<file path="src/rtl/rxlen_pkg.sv">
package rxlen_pkg;
  localparam int NUM_CNT  = 3;
  localparam int SEL_W    = 2;
  localparam int IDX_FRAG = 0;
  localparam int IDX_OVER = 1;
  localparam int IDX_JAB  = 2;
endpackage

</file>
<file path="src/rtl/rxlen_classify.sv">
module rxlen_classify
  import rxlen_pkg::*;
#(
  parameter int LEN_W   = 16,
  parameter int MIN_LEN = 64,
  parameter int MAX_LEN = 1522
) (
  input  logic               eof_valid,
  input  logic [LEN_W-1:0]   frm_len,
  input  logic               crc_ok,
  input  logic               addr_pass,
  input  logic               rx_en,
  output logic [NUM_CNT-1:0] ev
);
  localparam logic [LEN_W-1:0] MIN_L = LEN_W'(MIN_LEN);
  localparam logic [LEN_W-1:0] MAX_L = LEN_W'(MAX_LEN);

  logic take;
  logic is_short;
  logic is_long;

  always_comb begin
    take     = eof_valid && addr_pass && rx_en;
    is_short = frm_len < MIN_L;
    is_long  = frm_len > MAX_L;
    ev           = '0;
    ev[IDX_FRAG] = take && is_short && !crc_ok;
    ev[IDX_OVER] = take && is_long;
    ev[IDX_JAB]  = take && is_long && !crc_ok;
  end
endmodule

</file>
<file path="src/rtl/rxlen_counter.sv">
module rxlen_counter #(
  parameter int CNT_W = 32
) (
  input  logic             clk,
  input  logic             rst_n,
  input  logic             inc,
  input  logic             clr,
  output logic [CNT_W-1:0] cnt
);
  localparam logic [CNT_W-1:0] ALL1 = {CNT_W{1'b1}};
  localparam logic [CNT_W-1:0] ONE  = CNT_W'(1);

  logic [CNT_W-1:0] cnt_nx;

  always_comb begin
    cnt_nx = cnt;
    if (clr)                     cnt_nx = inc ? ONE : '0;
    else if (inc && cnt != ALL1) cnt_nx = cnt + ONE;
  end

  always_ff @(posedge clk or negedge rst_n) begin
    if (!rst_n) cnt <= '0;
    else        cnt <= cnt_nx;
  end

  p_restart_one_r7: assert property (@(posedge clk) disable iff (!rst_n)
    clr && inc |=> cnt == ONE);
  p_clear_zero_r7: assert property (@(posedge clk) disable iff (!rst_n)
    clr && !inc |=> cnt == '0);
  p_no_wrap_r6: assert property (@(posedge clk) disable iff (!rst_n)
    !clr && cnt == ALL1 |=> cnt == ALL1);
  p_step_one_r6: assert property (@(posedge clk) disable iff (!rst_n)
    !clr |=> (cnt == $past(cnt)) || (cnt == $past(cnt) + ONE));
endmodule

</file>
<file path="src/rtl/rxlen_err_stats.sv">
module rxlen_err_stats
  import rxlen_pkg::*;
#(
  parameter int CNT_W   = 32,
  parameter int LEN_W   = 16,
  parameter int MIN_LEN = 64,
  parameter int MAX_LEN = 1522
) (
  input  logic             clk,
  input  logic             rst_n,
  input  logic             eof_valid,
  input  logic [LEN_W-1:0] frm_len,
  input  logic             crc_ok,
  input  logic             addr_pass,
  input  logic             rx_en,
  input  logic             rd_en,
  input  logic [SEL_W-1:0] rd_addr,
  output logic             rd_valid,
  output logic [CNT_W-1:0] rd_data
);
  logic [NUM_CNT-1:0] ev;
  logic [CNT_W-1:0]   cnt_q [NUM_CNT];
  logic [CNT_W-1:0]   rd_mux;

  rxlen_classify #(
    .LEN_W(LEN_W), .MIN_LEN(MIN_LEN), .MAX_LEN(MAX_LEN)
  ) u_classify (
    .eof_valid(eof_valid), .frm_len(frm_len), .crc_ok(crc_ok),
    .addr_pass(addr_pass), .rx_en(rx_en), .ev(ev)
  );

  for (genvar gi = 0; gi < NUM_CNT; gi++) begin : g_cnt
    logic clr_i;
    assign clr_i = rd_en && (rd_addr == SEL_W'(gi));
    rxlen_counter #(.CNT_W(CNT_W)) u_cnt (
      .clk(clk), .rst_n(rst_n), .inc(ev[gi]), .clr(clr_i), .cnt(cnt_q[gi])
    );
  end

  always_comb begin
    rd_mux = '0;
    for (int i = 0; i < NUM_CNT; i++)
      if (rd_addr == SEL_W'(i)) rd_mux = cnt_q[i];
  end

  always_ff @(posedge clk or negedge rst_n) begin
    if (!rst_n) begin
      rd_valid <= 1'b0;
      rd_data  <= '0;
    end else begin
      rd_valid <= rd_en;
      if (rd_en) rd_data <= rd_mux;
    end
  end

  p_jab_is_over_r4: assert property (@(posedge clk) disable iff (!rst_n)
    ev[IDX_JAB] |-> ev[IDX_OVER]);
  p_gate_r5: assert property (@(posedge clk) disable iff (!rst_n)
    (!rx_en || !addr_pass || !eof_valid) |-> ev == '0);
  p_frag_not_long_r2: assert property (@(posedge clk) disable iff (!rst_n)
    !(ev[IDX_FRAG] && ev[IDX_OVER]));
  p_rd_valid_r8: assert property (@(posedge clk) disable iff (!rst_n)
    rd_en |=> rd_valid);
  p_rd_hold_r8: assert property (@(posedge clk) disable iff (!rst_n)
    !rd_en |=> !rd_valid && $stable(rd_data));
endmodule

</file>
<file path="config.mk">
export PLATFORM = sky130hd
export DESIGN_NAME = rxlen_err_stats
export DESIGN_NICKNAME = d
export VERILOG_FILES = /design/src/rtl/rxlen_pkg.sv /design/src/rtl/rxlen_classify.sv /design/src/rtl/rxlen_counter.sv /design/src/rtl/rxlen_err_stats.sv
export SDC_FILE = /design/constraint.sdc
export NUM_CORES = 1
export LEC_CHECK = 0
export BUFFER_PORTS_ARGS = -buffer_cell sky130_fd_sc_hd__buf_2
export CORE_ASPECT_RATIO = 1.5
export CORE_UTILIZATION = 40
export DETAILED_ROUTE_END_ITERATION = 6
export SLEW_MARGIN = 20
export SYNTH_ARGS = -nofsm -noshare
export SYNTH_HDL_FRONTEND = slang
export SYNTH_SLANG_ARGS = --single-unit
</file>
<file path="constraint.sdc">
create_clock -name clk -period 2.6 [get_ports clk]
set_input_delay 0.26 -clock clk [delete_from_list [all_inputs] [get_ports clk]]
set_output_delay 0.26 -clock clk [all_outputs]
set_load 0.02 [all_outputs]
</file>
==> impl_metrics.json, run 1 <==
{
  "combPwrFrac_pct": 5.5,
  "diodes": 0,
  "fmax_mhz": 442,
  "final_area_mm2": 0.00847,
  "cts_resized": 0,
  "multi_input_area_mm2": 0.00358,
  "p_int_mw": 3.75,
  "io_buffers": 57,
  "postPlaceCellArea_mm2": 0.00784,
  "drt_first_pass_iters": 7,
  "grt_first_pass_wirelength_um": 32400,
  "clockRootBuffer": "clkbuf_16",
  "antenna_left": 0,
  "nFillCells": 1709,
  "first_global_vias": 6129,
  "slew_viol_final": 0,
  "max_cap_violations": 0,
  "cpMostUsedCell": "and4_1",
  "max-clock-path-buffers": 2,
  "grt_max_degree": 64,
  "synth_cell_types": 53,
  "slew_headroom_pct": 57.7,
  "end_kind": "flip-flop",
  "clkTransAtPathRegs_ns": 0.06,
  "worstPathMaxFanout": 12,
  "synth_area_leaders": "dfrtp_1 45%, nand2_1 4.6%, a21oi_1 4.3%",
  "drcViolationCount": 2,
  "fin_crit_sh_pct": 87.0,
  "clock_latency_ns": 0.42,
  "slowest_stage": "or4b_1",
  "yosysSeqAreaShare_pct": 45.2,
  "fin_crit_ns": 2.26,
  "cp-start-kind": "flip-flop",
  "crit_type": "flip-flop to flip-flop",
  "place_ws_ns": 0.246,
  "tns_ns": 0,
  "required_ns": 2.96,
  "final_nets": 913,
  "yosysTopAreaCell": "dfrtp_1",
  "seqPwrFrac_pct": 42.1,
  "holdWs_ns": 0.124,
  "max-vdd-ir-drop_mv": 0.433,
  "start_util_pct": 41.0,
  "wirelength_um": 20100,
  "syn_area_mm2": 0.00715,
  "clkPwrFrac_pct": 52.4,
  "p_leak_nw": 3.56,
  "power_mw": 4.88,
  "yosys_warnings": 0,
  "final_common_cell": "dfrtp_1",
  "skew_ns": 0.00757,
  "grt_usage_pct": 22.5,
  "syn_avg_cell_area_um2": 8.69,
  "synth-edff-count": 0,
  "final_cells": 1111,
  "max_slew.worst_pin.slew_ns": 0.635,
  "via_per_inst": 5.81,
  "switchingPower_mw": 1.13,
  "cts_buffers": 17,
  "die_x_um": 111,
  "synth_seq_cells": 129,
  "min_path_type": "input port to flip-flop",
  "synth_nets": 850,
  "overflow": 0,
  "register_area_mm2": 0.00323,
  "failed_checks": "DRC",
  "cp_cell_sequence": "and4_1, and3_4, and4_1, nor2_1, or4b_1, a21oi_1",
  "critPathMaxStageDelay_ns": 0.47,
  "async_flop_share_pct": 100,
  "status": "complete, but fails checks",
  "hold_buffers": 1,
  "die_h_um": 166,
  "powerDensity_mw_per_mm2": 576,
  "vias": 6453,
  "postCtsSetupBuffers": 0,
  "dp.final_hpwl_um": 14400,
  "swShare_pct": 23.1,
  "h-tree-depth": 4,
  "cts.sinks": 129,
  "num_rows": 59,
  "drive_above_1_share_pct": 15.9,
  "dieArea_mm2": 0.0184,
  "final_cell_mix": "129 x dfrtp_1, 88 x nand2_1, 78 x nor2_1",
  "utilization_pct": 48.6,
  "finalHoldViolCount": 0,
  "drt_iter0_drc": 395,
  "synthCells": 822,
  "dp_cells": 1078,
  "antenna_found_initial": 0,
  "rsz0062_at_grt": "no",
  "synth_top_area_share_pct": 45.2,
  "arrival_ns": 2.62,
  "synthFlopType": "dfrtp_1",
  "setup-violations-final": 0,
  "core_area_mm2": 0.0174,
  "place_congestion": 0.816,
  "top_level_ports": 58,
  "area_delta_synth_final_pct": 18.6,
  "routedWlPerCell_um": 18.1,
  "setup_ws_ns": 0.337,
  "cts_tree": "yes"
}
[flip-flops by register name (all words and copies together), names as in the netlist]
signal           cells
g_cnt.u_cnt.cnt     96
rd_data             32
rd_valid             1
[cell type report]
type                            count  area share (%)
Multi-Input combinational cell    608            42.3
Sequential cell                   129            38.1
Timing Repair Buffer               92            7.46
Clock buffer                       19            5.23
Tap cell                          213            3.15
Clock inverter                     13            2.17
Inverter                           37            1.64
[synthesized netlist by cell type, drive strengths merged, types with 6 or more instances]
cell type	count
o21ai	54
and2	7
dfrtp	129
inv	37
o31ai	10
nor4	20
buf	12
o211ai	8
xnor2	28
and3	20
a21oi	61
nor3	23
a41o	6
a221o	25
nand3	38
a31oi	8
clkbuf	36
nand2	88
mux2i	9
nor2	78
a31o	8
or4	17
or3	31
nand4	35
[worst max-delay path: cells and delay by family (launching register included)]
family | cells | cell delay, ns
simple gates | 5 | 1.63
flops | 1 | 0.42
compound gates | 1 | 0.15
[power by group through the flow]
stage	Sequential [mW]	Combinational (mW)	Clock, mW
after CTS	2.05	0.271	2.59
after detailed placement	2.09	0.270	0
after global routing	2.06	0.297	2.67
final	2.05	0.267	2.55
after global placement	2.09	0.270	0
after floorplan	2.11	0.111	0
[kinds of logic after synthesis]
family,after synthesis,synth area share [%]
flops,129,45.2
xor+xnor,28,3.43
mux,10,1.42
buf+inv,85,4.83
fa+ha+maj,3,0.525
simple gates,376,27.3
compound gates,191,17.3
[layer usage]
metal  global-route usage, %  routed length (um)  vias to the layer above
li1                        -                   -                     3139
met1                    28.5                8870                     3150
met2                    38.5               10100                      143
met3                    3.73                 689                       21
met4                    8.40                 391                        0
met5                       0                   0                        -
[final timing paths]
path	from	endpoint	slack, ns	depth (start not counted)
setup / recovery	g_cnt[2].u_cnt.cnt[26]	g_cnt[2].u_cnt.cnt[27]	0.34	6
hold / removal	rd_en	rd_valid	0.12	1
setup reg to reg	g_cnt[2].u_cnt.cnt[26]	g_cnt[2].u_cnt.cnt[27]	0.34	6
hold reg to reg	rd_data[26]	rd_data[26]	0.53	2
max in group asynchronous	rst_n	g_cnt[2].u_cnt.cnt[14]	1.48	3
min in group asynchronous	rst_n	g_cnt[2].u_cnt.cnt[3]	0.40	2
(Power assumes the default switching activity.)
==> inputs of run 2 (changes only) <==
--- a/config.mk
+++ b/config.mk
@@ -7,7 +7,7 @@
 export LEC_CHECK = 0
 export BUFFER_PORTS_ARGS = -buffer_cell sky130_fd_sc_hd__buf_2
 export CORE_ASPECT_RATIO = 1.5
-export CORE_UTILIZATION = 40
+export CORE_UTILIZATION = 45
 export DETAILED_ROUTE_END_ITERATION = 6
 export SLEW_MARGIN = 20
 export SYNTH_ARGS = -nofsm -noshare
==> constraint.sdc (replaced) <==
create_clock -name clk -period 2.6 [get_ports clk]
set_input_delay 0.65 -clock clk [delete_from_list [all_inputs] [get_ports clk]]
set_output_delay 0.65 -clock clk [all_outputs]
set_load 0.02 [all_outputs]
==> run 2 against run 1 <==
  * The run now ends clean
  * Non-clock buffer count rose by 1
  * Routed wire length shrank 2.5%
  * Power fell by 3.3%
  * Sequential power about the same
  * Hold slack got worse by 0.068 ns
  * Largest cell class unchanged
==> impl_metrics.json, run 2 (synthesis gave the netlist of run 1 again) <==
{
  "status": "finished, final reports clean",
  "start_util_pct": 45.9,
  "rsz0062_at_grt": "no",
  "worstPathMaxFanout": 15,
  "fmax_mhz": 420,
  "slew_viol_final": 0,
  "top_regs": "g_cnt.u_cnt.cnt (96), rd_data (32), rd_valid (1)",
  "clkTransAtPathRegs_ns": 0.06,
  "antenna_left": 0,
  "hold_buffers": 0,
  "cp-start-kind": "flip-flop",
  "largest_reg_flops": 96,
  "top_register": "g_cnt.u_cnt.cnt",
  "grt_usage_pct": 24.9,
  "finalHoldViolCount": 0,
  "final_cells": 1102,
  "clock_latency_ns": 0.42,
  "register_area_mm2": 0.00323,
  "first_global_vias": 6136,
  "skew_ns": 0.0101,
  "cts_tree": "yes",
  "grt_max_degree": 60,
  "r2r_slack_ns": 0.22,
  "max-clock-path-buffers": 2,
  "grt_first_pass_wirelength_um": 31800,
  "final_cell_mix": "129 x dfrtp_1, 88 x nand2_1, 78 x nor2_1",
  "diodes": 0,
  "cts_buffers": 17,
  "fin_crit_ns": 2.38,
  "min_path_type": "input port to async pin",
  "routedWlPerCell_um": 17.8,
  "antenna_found_initial": 0,
  "h-tree-depth": 4,
  "max_cap_violations": 0,
  "drt_first_pass_iters": 5,
  "die_h_um": 156,
  "final_nets": 914,
  "fin_crit_sh_pct": 91.5,
  "max_slew.worst_pin.slew_ns": 0.718,
  "via_per_inst": 5.98,
  "drt_iter0_drc": 490,
  "dp.final_hpwl_um": 14200,
  "area_delta_synth_final_pct": 18.2,
  "clockRootBuffer": "clkbuf_16",
  "vias": 6591,
  "place_congestion": 0.926,
  "reg2regPathDepth": 8,
  "cts.sinks": 129,
  "wirelength_um": 19600,
  "nFillCells": 1470,
  "dieArea_mm2": 0.0164,
  "p_leak_nw": 3.56,
  "postCtsSetupBuffers": 0,
  "setup-violations-final": 0,
  "io_buffers": 57,
  "cts_resized": 0,
  "overflow": 0,
  "top_level_ports": 58,
  "slew_headroom_pct": 51.7,
  "powerDensity_mw_per_mm2": 558,
  "drive_above_1_share_pct": 15.8,
  "end_kind": "flip-flop",
  "required_ns": 2.94,
  "multi_input_area_mm2": 0.00358,
  "max-vdd-ir-drop_mv": 0.398,
  "crit_type": "flip-flop to flip-flop",
  "drcViolationCount": 0,
  "core_area_mm2": 0.0156,
  "num_rows": 56,
  "arrival_ns": 2.72,
  "die_x_um": 105,
  "utilization_pct": 54.3,
  "final_common_cell": "dfrtp_1",
  "dp_cells": 1070
}
==> run 2: worst paths after layout <==
path / from / end
worst max-delay path: g_cnt[2].u_cnt.cnt[0] / g_cnt[2].u_cnt.cnt[27]
worst min-delay path: rst_n / g_cnt[2].u_cnt.cnt[6]
worst max register to register: g_cnt[2].u_cnt.cnt[0] / g_cnt[2].u_cnt.cnt[27]
worst min register to register: rd_data[27] / rd_data[27]
max in group asynchronous: rst_n / rd_valid
min in group clk: rd_data[27] / rd_data[27]
==> run 2: where the power goes <==
part	switching [mW]	internal, mW	total, mW
Combinational	0.168	0.0805	0.249
Clock	0.872	1.53	2.40
Sequential	0.0321	2.03	2.07
==> run 2: per-layer routing <==
metal  up-vias  part of all wire, %  global-route usage, %
met3        42                  4.1                   4.25
met4         0                  3.5                   11.8
met1      3214                   44                   32.2
met2       194                   48                   40.7
li1       3141                    -                      -
met5         -                    0                      0
==> run 2: stage by stage <==
step	setup slack (ns)	power [mW]	TNS, ns	hold slack [ns]	area [um2]
2_1_floorplan	0.201	2.22	0	0.354	7150
3_3_place_gp	0.0461	2.34	0	0.486	7860
3_5_place_dp	-0.0122	2.35	-0.0378	0.484	7860
4_1_cts	0.235	4.77	0	0.0392	8450
5_1_grt	0.0563	4.87	0	0.0458	8450
6_report	0.222	4.72	0	0.0553	8450
==> run 2: cell type report <==
class	count	share of cell area, %
Sequential cell	129	38.2
Clock buffer	22	5.38
Timing Repair Buffer	93	7.79
Tap cell	203	3.01
Multi-Input combinational cell	608	42.4
Inverter	37	1.64
Clock inverter	10	1.58
==> run 2: worst max-delay path, stage by stage, from the launching register on <==
cell and delay, ns:
dfrtp_1 0.43, ha_1 0.24, nand2_1 0.09, nor2_1 0.07, buf_12 0.14, and4_1 0.34
nor2_1 0.37, or4b_1 0.47, a21oi_1 0.15
